$ cat config.mk
export PLATFORM = sky130hd
export DESIGN_NAME = store_gather_wbuf
export DESIGN_NICKNAME = d
export VERILOG_FILES = /design/src/rtl/sgwb_pkg.sv /design/src/rtl/sgwb_elig.sv /design/src/rtl/sgwb_slot.sv /design/src/rtl/store_gather_wbuf.sv
export SDC_FILE = /design/constraint.sdc
export NUM_CORES = 1
export LEC_CHECK = 0
export BUFFER_PORTS_ARGS = -buffer_cell sky130_fd_sc_hd__buf_2
export CAP_MARGIN = 0
export CORE_MARGIN = 2
export CORE_UTILIZATION = 43
export DETAILED_ROUTE_END_ITERATION = 16
export HOLD_SLACK_MARGIN = 0.08
export PLACE_DENSITY = 0.8
export SLEW_MARGIN = 20
export SYNTH_ARGS = -nofsm -noshare
export SYNTH_HDL_FRONTEND = slang
export SYNTH_SLANG_ARGS = --single-unit
$ cat constraint.sdc
create_clock -name clk -period 3.05 [get_ports clk]
set_input_delay 0.915 -clock clk [delete_from_list [all_inputs] [get_ports clk]]
set_output_delay 0.915 -clock clk [all_outputs]
set_load 0.005 [all_outputs]
$ cat src/rtl/sgwb_pkg.sv
// Shared types for the store gathering write buffer.
// Assumes store kinds are coded in three bits by the load/store unit.
package sgwb_pkg;
    localparam int KIND_W = 3;

    typedef enum logic [KIND_W-1:0] {
        SK_PLAIN = 3'd0,
        SK_BREV  = 3'd1,
        SK_COND  = 3'd2,
        SK_XCTL  = 3'd3,
        SK_FLOAT = 3'd4
    } st_kind_e;
endpackage

$ cat src/rtl/sgwb_elig.sv
// Decides whether an incoming store may take part in gathering.
// Assumes all flags describe the store presented in the same cycle.
module sgwb_elig
    import sgwb_pkg::*;
#(
    parameter int WORD_W = 32,
    localparam int WBYTES = WORD_W / 8
) (
    input  logic              gather_en,
    input  logic              le_mode,
    input  logic              walk_busy,
    input  logic [KIND_W-1:0] kind,
    input  logic              guarded,
    input  logic              inhibit,
    input  logic              wthru,
    input  logic [WBYTES-1:0] be,
    output logic              elig
);
    st_kind_e kind_e;
    logic     attr_block;
    logic     mode_block;

    // Classify the store: attributes, modes, kind and width.
    always_comb begin
        kind_e     = st_kind_e'(kind);
        attr_block = (guarded && inhibit) || wthru;
        mode_block = le_mode || walk_busy || !gather_en;
        elig       = !attr_block && !mode_block && (kind_e == SK_PLAIN) && (&be);
    end
endmodule

$ cat src/rtl/sgwb_slot.sv
// Single pending entry: captures stores, merges eligible words into the
// open doubleword, and releases the entry on the bus when it is closed.
// Assumes word-aligned store addresses and BUS_W a multiple of 2*WORD_W.
module sgwb_slot #(
    parameter int ADDR_W = 32,
    parameter int WORD_W = 32,
    parameter int BUS_W  = 64,
    localparam int WBYTES = WORD_W / 8,
    localparam int BBYTES = BUS_W / 8,
    localparam int LANES  = BUS_W / WORD_W,
    localparam int OFF_W  = $clog2(BBYTES),
    localparam int WOFF_W = $clog2(WBYTES),
    localparam int SEL_W  = OFF_W - WOFF_W,
    localparam int DW_W   = ADDR_W - OFF_W
) (
    input  logic              clk,
    input  logic              rst_n,
    input  logic              st_valid,
    output logic              st_ready,
    input  logic [ADDR_W-1:0] st_addr,
    input  logic [WORD_W-1:0] st_data,
    input  logic [WBYTES-1:0] st_be,
    input  logic              elig,
    input  logic              gather_en,
    input  logic              barrier,
    output logic              bus_valid,
    input  logic              bus_ready,
    output logic [ADDR_W-1:0] bus_addr,
    output logic [BUS_W-1:0]  bus_data,
    output logic [BBYTES-1:0] bus_be
);
    logic              pend_v, pend_open;
    logic [DW_W-1:0]   pend_dw;
    logic [BUS_W-1:0]  pend_data;
    logic [BBYTES-1:0] pend_be;

    logic [DW_W-1:0]   in_dw;
    logic [SEL_W-1:0]  in_sel;
    logic [BUS_W-1:0]  in_data;
    logic [BBYTES-1:0] in_be;
    logic              merge_ok, accept, drain;

    assign in_dw  = st_addr[ADDR_W-1:OFF_W];
    assign in_sel = st_addr[OFF_W-1:WOFF_W];

    // Steer the store word into its lane of the doubleword.
    for (genvar l = 0; l < LANES; l++) begin : g_lane
        assign in_data[l*WORD_W +: WORD_W] = (in_sel == SEL_W'(l)) ? st_data : '0;
        assign in_be[l*WBYTES +: WBYTES]   = (in_sel == SEL_W'(l)) ? st_be : '0;
    end

    // Merge test and handshake decisions.
    always_comb begin
        merge_ok = pend_v && pend_open && elig && !barrier &&
                   (in_dw == pend_dw) && ((pend_be & in_be) == '0);
        st_ready = !pend_v || merge_ok;
        accept   = st_valid && st_ready;
        drain    = pend_v && !pend_open && bus_ready;
    end

    // Pending entry: capture, merge, close and drain.
    always_ff @(posedge clk) begin
        if (!rst_n) begin
            pend_v    <= 1'b0;
            pend_open <= 1'b0;
            pend_dw   <= '0;
            pend_data <= '0;
            pend_be   <= '0;
        end else begin
            if (drain) pend_v <= 1'b0;
            if (accept && !pend_v) begin
                pend_v    <= 1'b1;
                pend_dw   <= in_dw;
                pend_data <= in_data;
                pend_be   <= in_be;
                pend_open <= elig && !barrier;
            end else if (accept) begin
                pend_data <= pend_data | in_data;
                pend_be   <= pend_be | in_be;
                pend_open <= ~&(pend_be | in_be);
            end else if (pend_v && pend_open && (barrier || !gather_en || st_valid)) begin
                pend_open <= 1'b0;
            end
        end
    end

    assign bus_valid = pend_v && !pend_open;
    assign bus_addr  = {pend_dw, {OFF_W{1'b0}}};
    assign bus_data  = pend_data;
    assign bus_be    = pend_be;


    bus_hold_chk: assert property (@(posedge clk) disable iff (!rst_n)
        bus_valid && !bus_ready |=> bus_valid && $stable(bus_addr) &&
                                    $stable(bus_data) && $stable(bus_be));

    be_nonzero_chk: assert property (@(posedge clk) disable iff (!rst_n)
        bus_valid |-> $countones(bus_be) > 0);

    barrier_flush_chk: assert property (@(posedge clk) disable iff (!rst_n)
        barrier && pend_v && !(bus_valid && bus_ready) |=> bus_valid);

    disable_flush_chk: assert property (@(posedge clk) disable iff (!rst_n)
        !gather_en && pend_v && !(bus_valid && bus_ready) |=> bus_valid);

    stall_release_chk: assert property (@(posedge clk) disable iff (!rst_n)
        st_valid && !st_ready && !bus_valid |=> bus_valid);
endmodule

$ cat src/rtl/store_gather_wbuf.sv
// Store gathering write buffer top: joins the eligibility decoder to the
// single pending slot. Assumes one store per cycle at most and a bus
// that honours a valid/ready handshake.
module store_gather_wbuf
    import sgwb_pkg::*;
#(
    parameter int ADDR_W = 32,
    parameter int WORD_W = 32,
    parameter int BUS_W  = 64,
    localparam int WBYTES = WORD_W / 8,
    localparam int BBYTES = BUS_W / 8
) (
    input  logic              clk,
    input  logic              rst_n,
    input  logic              gather_en,
    input  logic              le_mode,
    input  logic              walk_busy,
    input  logic              st_valid,
    output logic              st_ready,
    input  logic [ADDR_W-1:0] st_addr,
    input  logic [WORD_W-1:0] st_data,
    input  logic [WBYTES-1:0] st_be,
    input  logic [2:0]        st_kind,
    input  logic              st_guarded,
    input  logic              st_inhibit,
    input  logic              st_wthru,
    input  logic              order_barrier,
    output logic              bus_valid,
    input  logic              bus_ready,
    output logic [ADDR_W-1:0] bus_addr,
    output logic [BUS_W-1:0]  bus_data,
    output logic [BBYTES-1:0] bus_be
);
    logic elig;

    sgwb_elig #(.WORD_W(WORD_W)) u_elig (
        .gather_en (gather_en),
        .le_mode   (le_mode),
        .walk_busy (walk_busy),
        .kind      (st_kind),
        .guarded   (st_guarded),
        .inhibit   (st_inhibit),
        .wthru     (st_wthru),
        .be        (st_be),
        .elig      (elig)
    );

    sgwb_slot #(.ADDR_W(ADDR_W), .WORD_W(WORD_W), .BUS_W(BUS_W)) u_slot (
        .clk       (clk),
        .rst_n     (rst_n),
        .st_valid  (st_valid),
        .st_ready  (st_ready),
        .st_addr   (st_addr),
        .st_data   (st_data),
        .st_be     (st_be),
        .elig      (elig),
        .gather_en (gather_en),
        .barrier   (order_barrier),
        .bus_valid (bus_valid),
        .bus_ready (bus_ready),
        .bus_addr  (bus_addr),
        .bus_data  (bus_data),
        .bus_be    (bus_be)
    );


    inelig_alone_chk: assert property (@(posedge clk) disable iff (!rst_n)
        st_valid && st_ready && !elig |=> bus_valid);
endmodule

==> qor.yml <==
worst-endpoint-required_ns: 2.13
antennaDiodeCount: 0
cts.sinks: 103
p_int_w: 0.00219
totalWireLength_um: 13200
path_buf_inv: 5
switching_share: 0.264
clk_latency_ns: 0.37
crit_chain: "buf_6 > nor4_4 > buf_4 > nand4_1 > nor3_2 > buf_4 > a31oi_4 > inv_2 > buf_2"
p_clk_frac: 0.358
grt.total_usage: 0.228
drive_gt1_frac: 0.341
path_max_fanout: 2
clk_pin_slew_ns: 0.09
layout_setup_ws_ns: -0.0262
rsz0062_at_grt: "yes"
ys_warn_count: 0
grt_pass1_wl_um: 20800
finalNetCount: 807
drt-vias-per-instance: 5.35
via_count: 4633
portBuffers: 182
critPathSlowestCell: "nor4_4"
p_leak_nw: 2.49
period_needed_ns: 3.08
finalNonFillerCells: 866
clockBufferDepth: 2
dp.cells: 850
drc: 0
yosys_most_used_dff: "dfxtp_1"
synth_edf_count: 0
switchingPower_w: 0.000785
finalClockSkew_ns: 0.0106
report.final.slew_viol_count: 0
avgSynthCellArea_um2: 8.04
dieArea_mm2: 0.0111
setup_violations: 1
tns_ns: -0.0262
row_count: 37
first_global_vias: 4401
synthTopCellsByArea: "dfxtp_1 46%, nand2_1 10%, nand3_1 7.7%"
relSlewSlack: 0.555
holdWs_ns: 0.447
layout_common_cells: "180 x buf_2, 124 x nand2_1, 103 x dfxtp_1"
seq_power_share: 0.490
fin_util: 0.576
drt_iter0_drc: 251
max_freq_ghz: 0.325
ant_nets: 0
antenna_found_initial: 0
coreArea_mm2: 0.0102
layout_commonest_cell: "buf_2"
synthArstFlopShare: 0
ctsRootBufferMaster: "clkbuf_8"
synthCells: 552
tightest_slew_ns: 0.651
cp-start-kind: "input pin"
first_pass_iters: 4
synth_top_area_frac: 0.465
cts-hold-fix-buffers: 0
overflow: 0
crit_family: "simple AND/OR/NAND/NOR gates"
crit_top_cell: "buf_4"
hpwl_um: 9340
cts_max_level: 3
fin_crit_sh: 1.01
dpl_cell_area_mm2: 0.00553
hp-class: "register to register"
die_h_um: 106
p_per_area_mw_per_mm2: 507
post-route-cell-area_mm2: 0.00587
die_x_um: 106
cts_tree: "done"
synth_seq_area_share: 0.465
yosys.area.top_type: "dfxtp_1"
crit_path_end_kind: "primary output"
cap_violations: 0
pwr-share-comb: 0.152
initial_core_util: 0.436
place.gp.congestion: 0.815
ir_drop_uv: 283
final_hold_viol_count: 0
wire_per_inst_um: 15.2
grt_max_degree: 65
pin_count: 188
outcome: "finished with violations"
worstPathArrival_ns: 2.16
ys_ff_latch: 103
violations: "setup timing"
syn-cell-area_mm2: 0.00444
slowest_delay_ns: 0.25
synth_cell_types: 39
syn_to_final_growth_pct: 32.2
cts_made_buffers: 9
path_class: "input pin to primary output"
worst reg2reg max path, stage by stage, from the launching register on:
cell and delay, ns:
dfxtp_1 0.37, xnor2_2 0.22, buf_4 0.14, nand4_1 0.11, or4_1 0.55, or3_1 0.38, buf_4 0.19, a311oi_2 0.29
metal layers:
| layer | vias up | wire length (um) | global-route usage | share of wire |
|---|---|---|---|---|
| met5 | - | 0 | 0 | 0 |
| met4 | 0 | 342 | 0.101 | 0.026 |
| met3 | 29 | 962 | 0.0476 | 0.073 |
| met2 | 186 | 6590 | 0.397 | 0.50 |
| met1 | 2167 | 5280 | 0.269 | 0.40 |
| li1 | 2251 | - | - | - |
per-stage QoR:
stage	total power [W]	setup slack (ns)
final	0.00297	-0.0262
after global routing	0.00311	-0.132
after CTS	0.00299	-0.0324
after detailed placement	0.00193	-0.175
after global placement	0.00191	-0.145
after floorplan	0.00172	0.0249
final timing paths:
path	start	end	slack, ns	depth (start not counted)
max	st_kind[2]	st_ready	-0.03	9
min	u_slot.bus_data[24]	u_slot.bus_data[24]	0.45	2
max reg2reg	u_slot.pend_dw[25]	u_slot.bus_be[2]	0.72	7
min reg2reg	u_slot.bus_data[24]	u_slot.bus_data[24]	0.45	2
synthesized netlist by cell type, types with 5 or more instances:
| master | instances |
|---|---|
| a21oi_1 | 34 |
| a22oi_1 | 9 |
| a311oi_2 | 8 |
| clkbuf_1 | 37 |
| dfxtp_1 | 103 |
| inv_1 | 9 |
| nand2_1 | 124 |
| nand3_1 | 68 |
| nand4_1 | 17 |
| nor2_1 | 5 |
| o21ai_1 | 64 |
| xnor2_1 | 24 |
| xnor2_2 | 5 |
final cells by class:
| type | count | area [um2] |
|---|---|---|
| flip-flops and latches | 103 | 2060 |
| multi-input cells | 395 | 2240 |
| fillers | 946 | 4320 |
| repair buffers | 204 | 1090 |
| clock buffers | 11 | 151 |
| well taps | 136 | 170 |
| inverters | 12 | 45.0 |
| clock inverters | 5 | 104 |
timing repair:
action                                  in CTS  in global routing
cloned                                       0                  0
endpoints found under the setup margin       1                  1
buffers inserted                             0                  0
pin swaps                                    3                  0
gates resized for setup                     10                  1
cell families after synthesis:
family,after synthesis,synth area share
AOI/OAI and AO/OA,130,0.177
buffers and inverters,56,0.0516
other,1,0.000845
and+or+nand+nor,233,0.240
xor gates and xnor gates,29,0.0657
DFF,103,0.465
flip-flops by register name, indices dropped and copies added, names as in the netlist:
| register | flops |
|---|---|
| u_slot.bus_data | 64 |
| u_slot.pend_dw | 29 |
| u_slot.bus_be | 8 |
| u_slot.pend_open | 1 |
| u_slot.pend_v | 1 |
power by group through the flow:
stage | Clock, W | Combinational, W | Sequential [W]
6_report | 0.00106 | 0.000451 | 0.00146
3_3_place_gp | 0 | 0.000426 | 0.00148
3_5_place_dp | 0 | 0.000439 | 0.00149
2_1_floorplan | 0 | 0.000229 | 0.00149
4_1_cts | 0.00108 | 0.000450 | 0.00146
5_1_grt | 0.00115 | 0.000492 | 0.00147
No activity file was read; power rests on OpenSTA's default activity.
